<file path="src/rtl/dbc_pkg.sv">
package dbc_pkg;
  localparam int WORD_BYTES = 4;
  localparam int BUS_BASE   = 4;

  function automatic int burst_ceiling(input int fifo_bytes);
    return (fifo_bytes / 2) / WORD_BYTES;
  endfunction
endpackage

</file>
<file path="src/rtl/dbc_scale.sv">
module dbc_scale
  import dbc_pkg::*;
#(
  parameter int PBL_W   = 6,
  parameter int MAX_LIM = 256,
  parameter int LIM_W   = 9
) (
  input  logic [PBL_W-1:0] pbl,
  input  logic             x8,
  output logic [LIM_W-1:0] burst
);
  localparam int RAW_W = PBL_W + 3;

  logic [RAW_W-1:0] raw;

  always_comb begin
    raw = x8 ? {pbl, 3'b000} : RAW_W'(pbl);
    if (raw == '0)
      burst = LIM_W'(1);
    else if (int'(raw) > MAX_LIM)
      burst = LIM_W'(MAX_LIM);
    else
      burst = LIM_W'(raw);
  end
endmodule

</file>
<file path="src/rtl/dbc_bus_pick.sv">
module dbc_bus_pick
  import dbc_pkg::*;
#(
  parameter int NLEN  = 3,
  parameter int LIM_W = 9
) (
  input  logic [NLEN-1:0]  len_en,
  input  logic [LIM_W-1:0] limit,
  output logic [LIM_W-1:0] bus_len
);
  logic [LIM_W-1:0] cand [NLEN];

  for (genvar i = 0; i < NLEN; i++) begin : g_len
    localparam int LEN = BUS_BASE << i;
    assign cand[i] = (len_en[i] && (LEN <= int'(limit))) ? LIM_W'(LEN) : '0;
  end

  always_comb begin
    bus_len = LIM_W'(1);
    for (int i = 0; i < NLEN; i++)
      if (cand[i] != '0) bus_len = cand[i];
  end
endmodule

</file>
<file path="src/rtl/dbc_tx_gate.sv">
module dbc_tx_gate
  import dbc_pkg::*;
#(
  parameter int LIM_W  = 9,
  parameter int FREE_W = 10,
  parameter int LEFT_W = 16
) (
  input  logic [LIM_W-1:0]  burst,
  input  logic [FREE_W-1:0] fifo_free,
  input  logic [LEFT_W-1:0] bytes_left,
  output logic              start
);
  int unsigned need_bytes;
  logic room_ok, tail_ok;

  always_comb begin
    need_bytes = int'(burst) * WORD_BYTES;
    room_ok    = int'(fifo_free) >= int'(burst);
    tail_ok    = int'(bytes_left) < need_bytes;
    start      = room_ok || tail_ok;
  end
endmodule

</file>
<file path="src/rtl/dma_burst_ctrl.sv">
module dma_burst_ctrl
  import dbc_pkg::*;
#(
  parameter int PBL_W      = 6,
  parameter int FIFO_BYTES = 2048,
  parameter int NLEN       = 3,
  parameter int LEFT_W     = 16,
  localparam int MAX_LIM   = burst_ceiling(FIFO_BYTES),
  localparam int LIM_W     = $clog2(MAX_LIM + 1),
  localparam int FREE_W    = $clog2(FIFO_BYTES / WORD_BYTES + 1)
) (
  input  logic              clk,
  input  logic              rst,
  input  logic [PBL_W-1:0]  tx_pbl,
  input  logic [PBL_W-1:0]  rx_pbl,
  input  logic              x8_en,
  input  logic              rx_sep_en,
  input  logic [NLEN-1:0]   bus_len_en,
  input  logic [FREE_W-1:0] tx_fifo_free,
  input  logic [LEFT_W-1:0] tx_bytes_left,
  output logic [LIM_W-1:0]  tx_burst,
  output logic [LIM_W-1:0]  rx_burst,
  output logic [LIM_W-1:0]  tx_bus_len,
  output logic [LIM_W-1:0]  rx_bus_len,
  output logic              tx_start
);
  logic [PBL_W-1:0] rx_field;
  logic [LIM_W-1:0] tx_b_d, rx_b_d, tx_bl_d, rx_bl_d;
  logic             start_d;

  assign rx_field = rx_sep_en ? rx_pbl : tx_pbl;

  dbc_scale #(.PBL_W(PBL_W), .MAX_LIM(MAX_LIM), .LIM_W(LIM_W)) u_tx_scale (
    .pbl(tx_pbl), .x8(x8_en), .burst(tx_b_d));

  dbc_scale #(.PBL_W(PBL_W), .MAX_LIM(MAX_LIM), .LIM_W(LIM_W)) u_rx_scale (
    .pbl(rx_field), .x8(x8_en), .burst(rx_b_d));

  dbc_bus_pick #(.NLEN(NLEN), .LIM_W(LIM_W)) u_tx_pick (
    .len_en(bus_len_en), .limit(tx_b_d), .bus_len(tx_bl_d));

  dbc_bus_pick #(.NLEN(NLEN), .LIM_W(LIM_W)) u_rx_pick (
    .len_en(bus_len_en), .limit(rx_b_d), .bus_len(rx_bl_d));

  dbc_tx_gate #(.LIM_W(LIM_W), .FREE_W(FREE_W), .LEFT_W(LEFT_W)) u_gate (
    .burst(tx_b_d), .fifo_free(tx_fifo_free), .bytes_left(tx_bytes_left),
    .start(start_d));

  always_ff @(posedge clk) begin
    if (rst) begin
      tx_burst   <= LIM_W'(1);
      rx_burst   <= LIM_W'(1);
      tx_bus_len <= LIM_W'(1);
      rx_bus_len <= LIM_W'(1);
      tx_start   <= 1'b0;
    end else begin
      tx_burst   <= tx_b_d;
      rx_burst   <= rx_b_d;
      tx_bus_len <= tx_bl_d;
      rx_bus_len <= rx_bl_d;
      tx_start   <= start_d;
    end
  end

  // effective burst stays within 1 .. ceiling
  a_r4_burst_range: assert property (@(posedge clk) disable iff (rst)
    (tx_burst != '0) && (int'(tx_burst) <= MAX_LIM) && (rx_burst != '0) && (int'(rx_burst) <= MAX_LIM));

  // bus length is a single power of two no larger than the channel burst
  a_r6_bus_fits: assert property (@(posedge clk) disable iff (rst)
    ($countones(tx_bus_len) == 1) && (tx_bus_len <= tx_burst) &&
    ($countones(rx_bus_len) == 1) && (rx_bus_len <= rx_burst));

  // shared field makes both channels equal one cycle later
  a_r5_shared: assert property (@(posedge clk) disable iff (rst)
    !rx_sep_en |=> (rx_burst == tx_burst));

  // start decision follows last cycle's status against the new burst
  a_r8_start_rule: assert property (@(posedge clk) disable iff (rst)
    1'b1 |=> (tx_start == ((int'($past(tx_fifo_free)) >= int'(tx_burst)) ||
                           (int'($past(tx_bytes_left)) < int'(tx_burst) * WORD_BYTES))));

  // stable configuration keeps burst outputs stable
  a_r9_hold: assert property (@(posedge clk) disable iff (rst)
    ($stable(tx_pbl) && $stable(x8_en)) |=> $stable(tx_burst));
endmodule

</file>
<file path="config.mk">
export PLATFORM = sky130hd
export DESIGN_NAME = dma_burst_ctrl
export DESIGN_NICKNAME = d
export VERILOG_FILES = /design/src/rtl/dbc_pkg.sv /design/src/rtl/dbc_scale.sv /design/src/rtl/dbc_bus_pick.sv /design/src/rtl/dbc_tx_gate.sv /design/src/rtl/dma_burst_ctrl.sv
export SDC_FILE = /design/constraint.sdc
export NUM_CORES = 1
export LEC_CHECK = 0
export ABC_AREA = 1
export BUFFER_PORTS_ARGS = -buffer_cell sky130_fd_sc_hd__buf_2
export CORE_MARGIN = 4
export CORE_UTILIZATION = 45
export DETAILED_ROUTE_END_ITERATION = 10
export PLACE_DENSITY_LB_ADDON = 0.3
export RECOVER_POWER = 25
export SLEW_MARGIN = 30
export SYNTH_ARGS = -nofsm -noshare
export SYNTH_HDL_FRONTEND = slang
export SYNTH_HIERARCHICAL = 1
export SYNTH_SLANG_ARGS = --single-unit
</file>
<file path="constraint.sdc">
create_clock -name clk -period 1.53 [get_ports clk]
set_input_delay 0.153 -clock clk [delete_from_list [all_inputs] [get_ports clk]]
set_output_delay 0.153 -clock clk [all_outputs]
set_load 0.02 [all_outputs]
</file>
After elaboration in Yosys (flattened, before gate mapping)
Cells that the tools add are included.
{"block": "totals", "register_bits": 37, "latch_bits": 0, "ram_bits": 0, "rom_bits": 0, "inputBits": 45, "output_inout_bits": 37, "elab_cells": 49, "n_memories": 0}
{"block": "classes", "add_sub_neg": 0, "mul": 0, "div": 0, "magnitude_cmp": 10, "n_eq_ne": 0, "shifts": 0, "n_mux": 19, "bitwise": 0, "n_reduce_logical": 15}
{"operator": "2-to-1 mux 9 bit", "n": 12}
{"operator": "nonzero test 9 bit", "n": 6}
{"operator": "greater-than comparator 9 bit, second input constant", "n": 2}
{"operator": "<= comparator 3 x 9 -> 1 bit, first input constant", "n": 2}
{"operator": "<= comparator 4 x 9 -> 1 bit, first input constant", "n": 2}
{"operator": "<= comparator 5 x 9 -> 1 bit, first input constant", "n": 2}
{"operator": "zero test 9 bit", "n": 2}
{"operator": "less-than comparator 16 x 11 -> 1 bit", "n": 1}
{"operator": "greater-or-equal comparator 10 x 9 -> 1 bit", "n": 1}
{"operator": "2-to-1 mux 5 bit", "n": 2}
{"operator": "2-to-1 mux 4 bit", "n": 2}
{"operator": "logical AND 1 bit", "n": 6}
{"operator": "2-to-1 mux 3 bit", "n": 2}
{"operator": "2-to-1 mux 6 bit", "n": 1}
{"operator": "logical OR 1 bit", "n": 1}

Logic depth before layout (Yosys ltp)
{"block": "logic_depth", "depth_word": 12, "depth_mapped": 18, "ltp_nobuf": 18}

Modules after synthesis
Netlist, hierarchy kept.
{"module": "dma_burst_ctrl", "n_inst": 1, "cells_each": 130, "area_each_um2": 1129.8, "seq_area_each_um2": 740.7}
{"module": "dbc_tx_gate", "n_inst": 1, "cells_each": 85, "area_each_um2": 479.2, "seq_area_each_um2": 0.0}
{"module": "dbc_scale", "n_inst": 2, "cells_each": 34, "area_each_um2": 145.1, "seq_area_each_um2": 0.0}
{"module": "dbc_bus_pick", "n_inst": 2, "cells_each": 26, "area_each_um2": 125.1, "seq_area_each_um2": 0.0}

Least setup slack after synthesis
OpenSTA, ideal clock, no wires.
{"block": "synth_path", "path_kind": "input port to flip-flop", "start": "in tx_pbl[3]", "end": "reg tx_start", "setup_time_ps": 112, "arrival_time_ps": 1486, "t_required_ps": 1418, "path_slack_ps": -68, "path_stages": 17, "cell_sequence": "nor2_1 -> nand2_1 -> nor2_2 -> nand2_2 -> a21oi_1 -> inv_1 -> ha_1 -> nand2_1 -> nand2_1 -> nand2_1 -> nand2_1 -> nand2_1 -> nand2_1 -> nor2_1 -> nand2_1 -> inv_1 -> nor2_1"}
{"block": "synth_between", "elab_chain_len": 6}
{"item": "from (decl)", "line_no": "dma_burst_ctrl.sv:14", "text": "input logic [PBL_W-1:0] tx_pbl,"}
{"item": "2-to-1 mux 9 bit *", "line_no": "dbc_scale.sv:17", "text": "raw = x8 ? {pbl, 3'b000} : RAW_W'(pbl);"}
{"item": "greater-than comparator 9 bit", "line_no": "dbc_scale.sv:20", "text": "else if (int'(raw) > MAX_LIM)"}
{"item": "2-to-1 mux 9 bit", "line_no": "dbc_scale.sv:20"}
{"item": "2-to-1 mux 9 bit *", "line_no": "dbc_scale.sv:18", "text": "if (raw == '0)"}
{"item": "net tx_b_d[3]", "line_no": "dma_burst_ctrl.sv:28", "text": "logic [LIM_W-1:0] tx_b_d, rx_b_d, tx_bl_d, rx_bl_d;"}
{"item": "less-than comparator 16 x 11 -> 1 bit or greater-or-equal comparator 10 x 9 -> 1 bit (tied branches)", "line_no": "dbc_tx_gate.sv:19, dbc_tx_gate.sv:18"}
{"item": "logical OR 1 bit *", "line_no": "dbc_tx_gate.sv:20", "text": "start = room_ok || tail_ok;"}
{"item": "net start_d", "line_no": "dma_burst_ctrl.sv:29", "text": "logic start_d;"}
{"item": "to (signal assigned)", "line_no": "dma_burst_ctrl.sv:61", "text": "tx_start <= start_d;"}
{"item": "to (decl)", "line_no": "dma_burst_ctrl.sv:25", "text": "output logic tx_start"}
Mark *: on every way through the listed nets, which the timed path passes. The rest lies on a longest branch.
A chain may end at the register's enable or synchronous reset.

Worst setup path after layout
{"block": "layout_path", "start": "in x8_en", "end": "reg tx_start"}
{"block": "layout_between", "elab_chain_len": 6}
{"item": "from (decl)", "line_no": "dma_burst_ctrl.sv:16", "text": "input logic x8_en,"}
{"item": "2-to-1 mux 9 bit *", "line_no": "dbc_scale.sv:17"}
{"item": "greater-than comparator 9 bit", "line_no": "dbc_scale.sv:20"}
{"item": "2-to-1 mux 9 bit", "line_no": "dbc_scale.sv:20"}
{"item": "2-to-1 mux 9 bit *", "line_no": "dbc_scale.sv:18"}
{"item": "net tx_b_d[7]", "line_no": "dma_burst_ctrl.sv:28"}
{"item": "less-than comparator 16 x 11 -> 1 bit or greater-or-equal comparator 10 x 9 -> 1 bit (tied branches)", "line_no": "dbc_tx_gate.sv:19, dbc_tx_gate.sv:18"}
{"item": "logical OR 1 bit *", "line_no": "dbc_tx_gate.sv:20"}
{"item": "net start_d", "line_no": "dma_burst_ctrl.sv:29"}
Marked as above.

==> out/results.txt <==
min Tclk post-route: 1.572 ns
WP data required: 1.67 ns
total of max-cap violations: 0
RSZ-0062 raised after global routing: true
Synth area leaders: sky130_fd_sc_hd__dfxtp_1 34%, sky130_fd_sc_hd__nand2_1 16%, sky130_fd_sc_hd__inv_1 13%
Tightest Hold Check Type: in -> reg
total core area: 0.004474 mm2
vias after detailed routing: 2187
number of levels in the clock H-tree: 2
Synth Area in Compound Gates: 0.03725
share of the core filled with cells in the final layout: 0.7053
data arrival time of the critical path: 1.72 ns
measured slew at the worst slew-check pin: 0.5858 ns
achievable frequency: 0.6361 GHz
Row Count: 24
share of final-layout standard cells stronger than drive strength 1: 0.3982
Top-Level Pins: 82
combinational family with the most area after synthesis: simple AND/OR/NAND/NOR gates
DRC errors left: 0
xor and xnor fraction of the mapped netlist area: 0
number of buffers created by CTS: 5
smallest setup slack after layout: -0.04196 ns
total global-route track usage: 0.1697
number of global-route vias before repair: 1966
distinct cell type count after synthesis: 18
power density of the placed cells: 793.5 mW/mm2
PnR Total Power: 0.002504 W
starting density of the core: 0.4804
placed wire-length estimate after detailed placement: 3.938 mm
area delta synth->final: 46.80%
first-pass GRT wire length: 8.183 mm
Syn. warnings: 6
part of the cycle the worst path needs: 1.027
area taken by multi-input logic gates: 0.001211 mm2
cell taking the most area after synthesis: sky130_fd_sc_hd__dfxtp_1
Cell Area, Synth: 0.002150 mm2
CP startpoint kind: primary input
total die area: 0.005947 mm2
final weighted congestion of routability-driven global placement: 0.8409
final count of pins violating max slew: 0
endpoint type of the worst setup path: flip-flop
per-cell routed wire length: 10.22 um
count of nets after finishing: 518
Yosys reg bits: 37
final hold vios: 0
largest net degree at the start of global routing: 38
number of antenna violations at the first check in global routing: 0
clock transition at the registers of the reported paths: 0.06 ns
Final ANT Viol Nets: 0
basic-gate share of the synthesized area counting and, or, nand and nor cells: 0.3271
overall routed net length: 5.201 mm
reported leakage power: 1.817 nW
number of setup violations in the final report: 1
GR Overflow Total: 0
number of instances in the synthesized netlist: 335
status: finished, violations left
FF+latch area: 740.7 um2
violations in the final reports: negative setup slack
number of design-rule violations left by the first detailed-router iteration: 57
proportion of netlist area held by the largest area contributor: 0.3446
Die Ht: 77.12 um
worst slew margin relative to its limit: 0.6095
clock tree buffer depth: 2
critical path fanouts, max: 6
Fill cells: 364
# port buffers: 79
Avg Inst Size Synth: 6.417 um2
Seq/Total Area, Yosys: 0.3446
first drt pass iteration count: 4
adder-cell share of the synthesized area: 0.09895
clock tree from TritonCTS: built
multiplexer share of the synthesized area: 0
number of inserted diodes: 0
critical path type: in -> reg
Clock Root Buffer: sky130_fd_sc_hd__clkbuf_8
horizontal extent of the die: 77.12 um
clock tree sinks: 37
Max rail drop VDD: 0.4026 mV
ratio of routed vias to standard cells: 4.297
## power breakdown
part	internal (W)	switching, W	leakage, nW
sequential	0.00102	0.0000120	0.306
combinational	0.000326	0.000420	1.46
clock	0.000407	0.000320	0.0542
## metrics by stage
stage / cell area [um2] / setup TNS [ns] / hold slack, ns / worst slack, ns / std cells
after floorplan: 2215 / -0.01751 / 0.3211 / -0.01751 / 343
after global placement: 2810 / -1.967 / 0.4974 / -0.4023 / 494
after detailed placement: 2810 / -2.184 / 0.4952 / -0.4707 / 494
after CTS: 2968 / 0 / 0.1928 / 0.001334 / 503
after global routing: 3156 / -0.2280 / 0.2224 / -0.2101 / 509
final: 3156 / -0.04196 / 0.2094 / -0.04196 / 509
## synth_stat cells
cell type and count:
sky130_fd_sc_hd__ha_1 17, sky130_fd_sc_hd__buf_6 4, sky130_fd_sc_hd__nor2_2 9, sky130_fd_sc_hd__or2_0 2, sky130_fd_sc_hd__dfxtp_1 37, sky130_fd_sc_hd__conb_1 2, sky130_fd_sc_hd__nand3_1 4, sky130_fd_sc_hd__or2_1 4
sky130_fd_sc_hd__inv_2 2, sky130_fd_sc_hd__inv_1 74, sky130_fd_sc_hd__o21ai_0 5, sky130_fd_sc_hd__a21oi_1 9, sky130_fd_sc_hd__nand2_1 89, sky130_fd_sc_hd__nor3_1 1, sky130_fd_sc_hd__o21ai_1 2, sky130_fd_sc_hd__nand2_2 4
sky130_fd_sc_hd__nor2_1 60, sky130_fd_sc_hd__buf_4 10
## metal layers
metal,routed length [um],track usage,vias up,part of all wire
li1,-,-,1189,-
met1,2141,0.1882,919,0.41
met4,125,0.07829,0,0.024
met3,301,0.03396,10,0.058
met2,2633,0.3092,69,0.51
met5,0,0,-,0
## cell families after synthesis
logic type,count (synthesis)
simple gates,173
buf+inv,90
flops,37
fa+ha+maj,17
compound gates,16
other cells,2
## sequential cells by signal (all words and copies together) (netlist names)
register / count
rx_burst: 9
rx_bus_len: 9
tx_burst: 9
tx_bus_len: 9
tx_start: 1
## worst max-delay path, stage by stage
cell	delay [ns]
sky130_fd_sc_hd__buf_12	0.12
sky130_fd_sc_hd__inv_16	0.04
sky130_fd_sc_hd__nand2_2	0.07
sky130_fd_sc_hd__nand2_2	0.06
sky130_fd_sc_hd__nor2_2	0.09
sky130_fd_sc_hd__nand2_2	0.09
sky130_fd_sc_hd__nand2_1	0.06
sky130_fd_sc_hd__nand2_1	0.06
sky130_fd_sc_hd__inv_2	0.07
sky130_fd_sc_hd__inv_2	0.06
sky130_fd_sc_hd__ha_4	0.23
sky130_fd_sc_hd__nand2_2	0.07
sky130_fd_sc_hd__inv_1	0.05
sky130_fd_sc_hd__a21oi_1	0.16
sky130_fd_sc_hd__nand2_1	0.09
sky130_fd_sc_hd__nor2_2	0.08
sky130_fd_sc_hd__nand2_1	0.06
sky130_fd_sc_hd__inv_1	0.05
sky130_fd_sc_hd__nor2_1	0.04
## repair_timing
item | in CTS | in global routing
setup endpoints to repair | 2 | 4
gates cloned | 0 | 0
pin swaps | 3 | 32
gates resized for setup | 10 | 42
setup buffers | 1 | 6
hold buffers | 0 | 0
## final cells by class
cell class                 count  share of cell area
clock buffer                   7             0.03053
clock inverter                 1            0.001586
inverter                      76             0.09635
multi-input combinational    216              0.3838
sequential                    37              0.2347
tap                           52             0.02062
timing repair buffer         120              0.2324
## final timing paths
check,start,end,slack [ns],cells past startpoint
max,x8_en,tx_start,-0.04,19
min,bus_len_en[1],tx_bus_len[3],0.21,5
## cells in the final DEF, fill, tap and decap left out, types with 5 or more instances in the layout
cell	netlist	final
sky130_fd_sc_hd__inv_1	74	68
sky130_fd_sc_hd__nand2_1	89	73
sky130_fd_sc_hd__dfxtp_1	37	37
sky130_fd_sc_hd__a21oi_2	0	5
sky130_fd_sc_hd__buf_4	10	43
sky130_fd_sc_hd__nor2_1	60	54
sky130_fd_sc_hd__clkbuf_8	0	7
sky130_fd_sc_hd__nand2_2	4	14
sky130_fd_sc_hd__inv_2	2	6
sky130_fd_sc_hd__conb_1	2	10
sky130_fd_sc_hd__buf_2	0	75
sky130_fd_sc_hd__nand2_4	0	6
sky130_fd_sc_hd__nor2_2	9	12
sky130_fd_sc_hd__ha_1	17	13
No activity file was read; power rests on OpenSTA's default activity.
